[config.mk]
export PLATFORM = sky130hd
export DESIGN_NAME = msi_pend_scan
export DESIGN_NICKNAME = d
export VERILOG_FILES = /design/src/rtl/msi_scan_pkg.sv /design/src/rtl/msi_scan_ctrl.sv /design/src/rtl/msi_vec_form.sv /design/src/rtl/msi_pend_scan.sv
export SDC_FILE = /design/constraint.sdc
export NUM_CORES = 1
export LEC_CHECK = 0
export ABC_AREA = 1
export BUFFER_PORTS_ARGS = -buffer_cell sky130_fd_sc_hd__buf_2
export CAP_MARGIN = 15
export CORE_ASPECT_RATIO = 0.6
export CORE_MARGIN = 4
export CORE_UTILIZATION = 59
export DETAILED_ROUTE_END_ITERATION = 7
export GPL_ROUTABILITY_DRIVEN = 0
export HOLD_SLACK_MARGIN = 0.12
export PLACE_DENSITY = 0.87
export SLEW_MARGIN = 20
export SYNTH_ARGS = -nofsm -noshare
export SYNTH_HDL_FRONTEND = slang
export SYNTH_SLANG_ARGS = --single-unit
[constraint.sdc]
create_clock -name clk -period 4.3 [get_ports clk]
set_input_delay 0.645 -clock clk [delete_from_list [all_inputs] [get_ports clk]]
set_output_delay 0.645 -clock clk [all_outputs]
set_load 0.005 [all_outputs]
[src/rtl/msi_scan_pkg.sv]
package msi_scan_pkg;

  typedef enum logic [2:0] {
    ST_IDLE,
    ST_SUM_RD,
    ST_SUM_WT,
    ST_IDX_RD,
    ST_IDX_WT,
    ST_EMIT
  } scan_st_e;

endpackage

[src/rtl/msi_scan_ctrl.sv]
module msi_scan_ctrl
  import msi_scan_pkg::*;
#(
  parameter int NUM_IDX      = 8,
  parameter int BITS_PER_IDX = 16,
  localparam int IDX_W       = $clog2(NUM_IDX)
) (
  input  logic                    clk,
  input  logic                    rst_n,
  input  logic                    start,
  input  logic                    grp_irq,
  output logic                    rd_en,
  output logic                    rd_sum,
  output logic [IDX_W-1:0]        rd_idx,
  input  logic [BITS_PER_IDX-1:0] rd_data,
  output logic                    emit,
  input  logic                    take,
  output logic [IDX_W-1:0]        cur_idx,
  output logic [BITS_PER_IDX-1:0] cur_bits,
  output logic                    done
);

  scan_st_e                state;
  logic [NUM_IDX-1:0]      sum_copy;
  logic [NUM_IDX-1:0]      sum_left;
  logic [BITS_PER_IDX-1:0] bits_left;
  logic [NUM_IDX-1:0]      sum_rd_val;

  // position of the lowest set flag in a summary copy
  function automatic logic [IDX_W-1:0] low_flag(input logic [NUM_IDX-1:0] v);
    low_flag = '0;
    for (int i = NUM_IDX - 1; i >= 0; i--)
      if (v[i]) low_flag = IDX_W'(i);
  endfunction

  assign sum_rd_val = rd_data[NUM_IDX-1:0];
  assign sum_left   = sum_copy & ~(NUM_IDX'(1) << cur_idx);
  assign bits_left  = cur_bits & (cur_bits - 1'b1);

  assign rd_en  = (state == ST_SUM_RD) || (state == ST_IDX_RD);
  assign rd_sum = (state == ST_SUM_RD);
  assign rd_idx = low_flag(sum_copy);
  assign emit   = (state == ST_EMIT);

  always_ff @(posedge clk) begin
    if (!rst_n) begin
      state    <= ST_IDLE;
      sum_copy <= '0;
      cur_idx  <= '0;
      cur_bits <= '0;
      done     <= 1'b0;
    end else begin
      done <= 1'b0;
      case (state)
        ST_IDLE:   if (start || grp_irq) state <= ST_SUM_RD;
        ST_SUM_RD: state <= ST_SUM_WT;
        ST_SUM_WT: begin
          sum_copy <= sum_rd_val;
          if (sum_rd_val == '0) begin
            done  <= 1'b1;
            state <= ST_IDLE;
          end else begin
            state <= ST_IDX_RD;
          end
        end
        ST_IDX_RD: begin
          cur_idx <= low_flag(sum_copy);
          state   <= ST_IDX_WT;
        end
        ST_IDX_WT: begin
          cur_bits <= rd_data;
          sum_copy <= sum_left;
          if (rd_data != '0)      state <= ST_EMIT;
          else if (sum_left != '0) state <= ST_IDX_RD;
          else                    state <= ST_SUM_RD;
        end
        ST_EMIT: begin
          if (take) begin
            cur_bits <= bits_left;
            if (bits_left != '0)     state <= ST_EMIT;
            else if (sum_copy != '0) state <= ST_IDX_RD;
            else                     state <= ST_SUM_RD;
          end
        end
        default: state <= ST_IDLE;
      endcase
    end
  end

  // reads are separated by the wait for their data
  a_r6_read_spacing: assert property (@(posedge clk) disable iff (!rst_n)
    rd_en |=> !rd_en);

  // an index read targets a flag still present in the summary copy
  a_r6_flagged_only: assert property (@(posedge clk) disable iff (!rst_n)
    (rd_en && !rd_sum) |-> sum_copy[rd_idx]);

  // a stalled vector keeps its index and bit set
  a_r9_hold_state: assert property (@(posedge clk) disable iff (!rst_n)
    (emit && !take) |=> (emit && $stable(cur_idx) && $stable(cur_bits)));

endmodule

[src/rtl/msi_vec_form.sv]
module msi_vec_form #(
  parameter int NUM_IDX      = 8,
  parameter int BITS_PER_IDX = 16,
  parameter int NUM_GRP      = 16,
  parameter int NUM_CPUS     = 8,
  localparam int IDX_W       = $clog2(NUM_IDX),
  localparam int BIT_W       = $clog2(BITS_PER_IDX),
  localparam int GRP_W       = $clog2(NUM_GRP),
  localparam int VEC_W       = IDX_W + BIT_W + GRP_W
) (
  input  logic [IDX_W-1:0]        idx,
  input  logic [BITS_PER_IDX-1:0] bits,
  input  logic [GRP_W-1:0]        grp,
  output logic [VEC_W-1:0]        vec
);

  localparam logic [VEC_W-1:0] CPU_MASK = VEC_W'(NUM_CPUS - 1);

  function automatic logic [BIT_W-1:0] low_bit(input logic [BITS_PER_IDX-1:0] v);
    low_bit = '0;
    for (int i = BITS_PER_IDX - 1; i >= 0; i--)
      if (v[i]) low_bit = BIT_W'(i);
  endfunction

  // ((idx * bits-per-index) + bit) * groups + group, all sizes powers of two
  function automatic logic [VEC_W-1:0] raw_vector(input logic [IDX_W-1:0] k,
                                                  input logic [BIT_W-1:0] b,
                                                  input logic [GRP_W-1:0] g);
    raw_vector = {k, b, g};
  endfunction

  logic [VEC_W-1:0] raw;
  assign raw = raw_vector(idx, low_bit(bits), grp);

  generate
    if (NUM_CPUS > 1) begin : g_fold
      assign vec = raw & ~CPU_MASK;
    end else begin : g_pass
      assign vec = raw;
    end
  endgenerate

endmodule

[src/rtl/msi_pend_scan.sv]
module msi_pend_scan #(
  parameter int NUM_IDX      = 8,
  parameter int BITS_PER_IDX = 16,
  parameter int NUM_GRP      = 16,
  parameter int NUM_CPUS     = 8,
  localparam int IDX_W       = $clog2(NUM_IDX),
  localparam int BIT_W       = $clog2(BITS_PER_IDX),
  localparam int GRP_W       = $clog2(NUM_GRP),
  localparam int VEC_W       = IDX_W + BIT_W + GRP_W
) (
  input  logic                    clk,
  input  logic                    rst_n,
  input  logic [GRP_W-1:0]        grp_id,
  input  logic                    start,
  input  logic                    grp_irq,
  output logic                    rd_en,
  output logic                    rd_sum,
  output logic [IDX_W-1:0]        rd_idx,
  input  logic [BITS_PER_IDX-1:0] rd_data,
  output logic                    vec_valid,
  input  logic                    vec_ready,
  output logic [VEC_W-1:0]        vec_num,
  output logic                    done
);

  logic [IDX_W-1:0]        cur_idx;
  logic [BITS_PER_IDX-1:0] cur_bits;

  msi_scan_ctrl #(
    .NUM_IDX      (NUM_IDX),
    .BITS_PER_IDX (BITS_PER_IDX)
  ) u_ctrl (
    .clk      (clk),
    .rst_n    (rst_n),
    .start    (start),
    .grp_irq  (grp_irq),
    .rd_en    (rd_en),
    .rd_sum   (rd_sum),
    .rd_idx   (rd_idx),
    .rd_data  (rd_data),
    .emit     (vec_valid),
    .take     (vec_ready),
    .cur_idx  (cur_idx),
    .cur_bits (cur_bits),
    .done     (done)
  );

  msi_vec_form #(
    .NUM_IDX      (NUM_IDX),
    .BITS_PER_IDX (BITS_PER_IDX),
    .NUM_GRP      (NUM_GRP),
    .NUM_CPUS     (NUM_CPUS)
  ) u_form (
    .idx  (cur_idx),
    .bits (cur_bits),
    .grp  (grp_id),
    .vec  (vec_num)
  );

  localparam logic [GRP_W-1:0] LOW_MASK = GRP_W'(NUM_CPUS - 1);

  // the offered vector does not change while stalled
  a_r9_stable_vec: assert property (@(posedge clk) disable iff (!rst_n)
    (vec_valid && !vec_ready) |=> (vec_valid && $stable(vec_num)));

  // no bank access while a vector is being offered
  a_r9_no_read: assert property (@(posedge clk) disable iff (!rst_n)
    vec_valid |-> !rd_en);

  // done lasts a single cycle and never overlaps an offered vector
  a_r8_done_pulse: assert property (@(posedge clk) disable iff (!rst_n)
    done |=> !done);
  a_r8_done_quiet: assert property (@(posedge clk) disable iff (!rst_n)
    done |-> !vec_valid);

  // the group field carries the group with its CPU bits folded away
  a_r4_group_field: assert property (@(posedge clk) disable iff (!rst_n)
    vec_valid |-> (vec_num[GRP_W-1:0] == (grp_id & ~LOW_MASK)));

endmodule

==> run metrics <==
library cell occupying the most area in the post-synthesis netlist sky130_fd_sc_hd__dfxtp_1; width of the die 86.2 µm; synth unique cells 37; most frequent cells after synthesis sky130_fd_sc_hd__nand2_1 (82), sky130_fd_sc_hd__inv_1 (48), sky130_fd_sc_hd__o21ai_0 (37); result of the run finished, final reports clean; fraction of synthesized area in multiplexers 0%; leakage power 1.23 nW; RSZ-0062 raised after global routing no; Cell Chain, Critical Path inv_1 > nand2_1 > nand2_1 > nand2_1 > nand2_1 > nand2_1 > nand2_1 > nand2_1 > nand2_1 > nand2_1 > nand2_1 > nand2_1 > nand2_1 > a21oi_1 > buf_2; Setup violations, final 0; met1 track utilization from global routing 41.0%; fill cell total of the finished layout 300; number of cells upsized or downsized after cts 0; initial core utilization 63.9%; area growth from synthesis to final layout 12.0%; number of top-level pins 43; dpl hpwl 4480 µm; relative max-transition margin 57.3%; number of warnings reported in the yosys synthesis log 0; GR Overflow Total 0; WP data arrival 1.68 ns; synthesized area divided by synthesized cell count 6.27 µm²; combinational family with the most area after synthesis simple AND/OR/NAND/NOR gates; maximum vdd ir drop 0.333 mV; Design Power 1.02 mW; CP required 3.65 ns; Die Y 54.9 µm; Final Instance Area 2420 µm²; first-pass GRT wire length 9580 µm; number of violations of the max-capacitance limit 0; Top Usage Layer GRT met1; post-synthesis compound-gate area fraction 25.6%; crit path time final 2.32 ns; insertion delay of the later-clocked pin in the worst-skew pair 0.29 ns; critical path's slowest cell sky130_fd_sc_hd__dfxtp_1; Synth Area in Simple Gates 32.5%; leading cell types by total area after synthesis sky130_fd_sc_hd__dfxtp_1 (29%), sky130_fd_sc_hd__nand2_1 (14%), sky130_fd_sc_hd__o21ai_0 (8.6%); total wire length 5900 µm; antenna violations before repair 0; cell seen most often among critical-path stages sky130_fd_sc_hd__nand2_1; sum of negative setup slack 0 ns; worst-case clock skew 0.0105 ns; average detailed-routed wire length per instance 13.9 µm; most numerous cell in the Yosys netlist sky130_fd_sc_hd__nand2_1; synthesized area 2160 µm²; CTS Buffer Depth 2; number of register bits inferred by synthesis 31; Post-Layout Cell Count 423; placeable core region 3380 µm²; Post-CTS Repair Setup Buffers 0; via density per instance 5.58; startpoint types flip-flop; parity-gate share of the synthesized area counting xor and xnor cells 0%; met2 demand-to-capacity share in global routing 35.3%; total placed instance area 2320 µm²; Hold Vio Cnt, Final 0; number of clock sinks 31; layout cells sized above 1 20.1%; number of flops mapped to enable cells by yosys 0; H-tree lvl count 2; cell total after placement 415; antenna fix cells 0; capturing element type of the critical path output pin; number of vias after detailed routing 2359; Initial DRT Pass Iterations 5; synthesized-area fraction occupied by adder cells 0%; proportion of synthesized chip area in sequential cells 28.7%; number of pins with negative max-slew slack in the final report 0; number of I/O port buffers 34; proportion of register bits with asynchronous set or reset after synthesis 0%; pwr dens 423 nW/µm²; met3 Usage GRT 8.14%; fraction of post-synthesis cell area in the top cell type by area 28.7%; Detailed Route Iter0 Violations 395; clock-pin slew on the worst setup and hold paths 0.06 ns; root cell of the clock tree sky130_fd_sc_hd__clkbuf_8; Synth Flop Type sky130_fd_sc_hd__dfxtp_1; number of buffers created by CTS 5; class of the worst hold path reg2reg; Die Footprint 4730 µm²; TritonCTS clock tree built; Crit Path Class reg2out; number of buffers added to fix hold violations after cts 0; pin slew with the least headroom to its limit 0.638 ns; largest net degree at the start of global routing 26; Post-layout nets 402; Critical Path Max Stage Delay 0.41 ns; detailed-route DRC error count 0; antenna viol nets, final 0; post-route fraction of the period consumed by the critical path 54.0%; total routing usage reported by global routing 26.7%; number of instances in the synthesized netlist 345; Achievable Freq 430 MHz; Worst Path Max Fanout 5; Placement Rows 16; via count of the first global-routing pass 2005
==> final timing paths <==
kind | start | end | slack, ns | cells after the start
max | u_ctrl.cur_bits[13] | vec_num[4] | 1.98 | 15
min | u_ctrl.cur_bits[0] | u_ctrl.cur_bits[0] | 0.54 | 2
max reg2reg | u_ctrl.state[0] | u_ctrl.cur_bits[3] | 2.33 | 9
min reg2reg | u_ctrl.cur_bits[0] | u_ctrl.cur_bits[0] | 0.54 | 2
==> cell families after synthesis <==
kind of cell / Yosys count
AO/OA/AOI/OAI: 100
buffers and inverters: 66
flip-flops: 31
other: 1
AND/OR/NAND/NOR: 147
==> worst max-delay path, delay by kind of cell (launching register included) <==
family	cells	cell delay, ns
simple gates	12	0.62
compound gates	1	0.14
flops	1	0.41
buf+inv	2	0.22
==> cell type report <==
type | count | area, µm² | share of cell area [%]
repair buffers | 34 | 170 | 7.02
inverters | 55 | 206 | 8.52
well taps | 45 | 56.3 | 2.32
flip-flops and latches | 31 | 621 | 25.6
clock buffers | 8 | 100 | 4.13
multi-input cells | 250 | 1270 | 52.4
==> metal layers <==
metal | up-vias | share of wire (%)
met3 | 9 | 14
met2 | 157 | 37
met5 | - | 0
met4 | 0 | 0.86
li1 | 1182 | -
met1 | 1011 | 48
==> per-stage QoR <==
| stage | setup slack (ns) | hold WS, ns | util, % |
|---|---|---|---|
| final | 1.98 | 0.541 | 71.6 |
| after global routing | 1.82 | 0.555 | 71.6 |
| after CTS | 1.99 | 0.537 | 71.6 |
| after detailed placement | 2.29 | 0.528 | 68.6 |
| after global placement | 2.31 | 0.519 | 68.6 |
| after floorplan | 2.57 | 0.497 | - |
==> state kept, by name (all words and copies together) (netlist names) <==
signal / count
u_ctrl.sum_copy: 8
u_ctrl.done: 1
u_ctrl.cur_bits: 16
u_ctrl.cur_idx: 3
u_ctrl.state: 3
==> power breakdown <==
part / leakage, nW / internal, mW / switching, mW
combinational: 0.926 / 0.151 / 0.246
clock: 0.0515 / 0.146 / 0.110
sequential: 0.251 / 0.318 / 0.0542
total: 1.23 / 0.615 / 0.410
==> cell usage in the layout, fill, tap and decap left out, types with 5 or more instances in the layout <==
| cell type | instances |
|---|---|
| sky130_fd_sc_hd__a21oi_1 | 30 |
| sky130_fd_sc_hd__buf_2 | 34 |
| sky130_fd_sc_hd__clkbuf_8 | 7 |
| sky130_fd_sc_hd__dfxtp_1 | 31 |
| sky130_fd_sc_hd__inv_1 | 48 |
| sky130_fd_sc_hd__inv_2 | 7 |
| sky130_fd_sc_hd__nand2_1 | 82 |
| sky130_fd_sc_hd__nand2_2 | 6 |
| sky130_fd_sc_hd__nand3_1 | 5 |
| sky130_fd_sc_hd__nor2_1 | 24 |
| sky130_fd_sc_hd__nor2_2 | 5 |
| sky130_fd_sc_hd__nor2_4 | 5 |
| sky130_fd_sc_hd__nor4_1 | 5 |
| sky130_fd_sc_hd__o21ai_0 | 37 |
| sky130_fd_sc_hd__o21ai_1 | 14 |
Note: power is estimated with default switching activity, not from simulation.
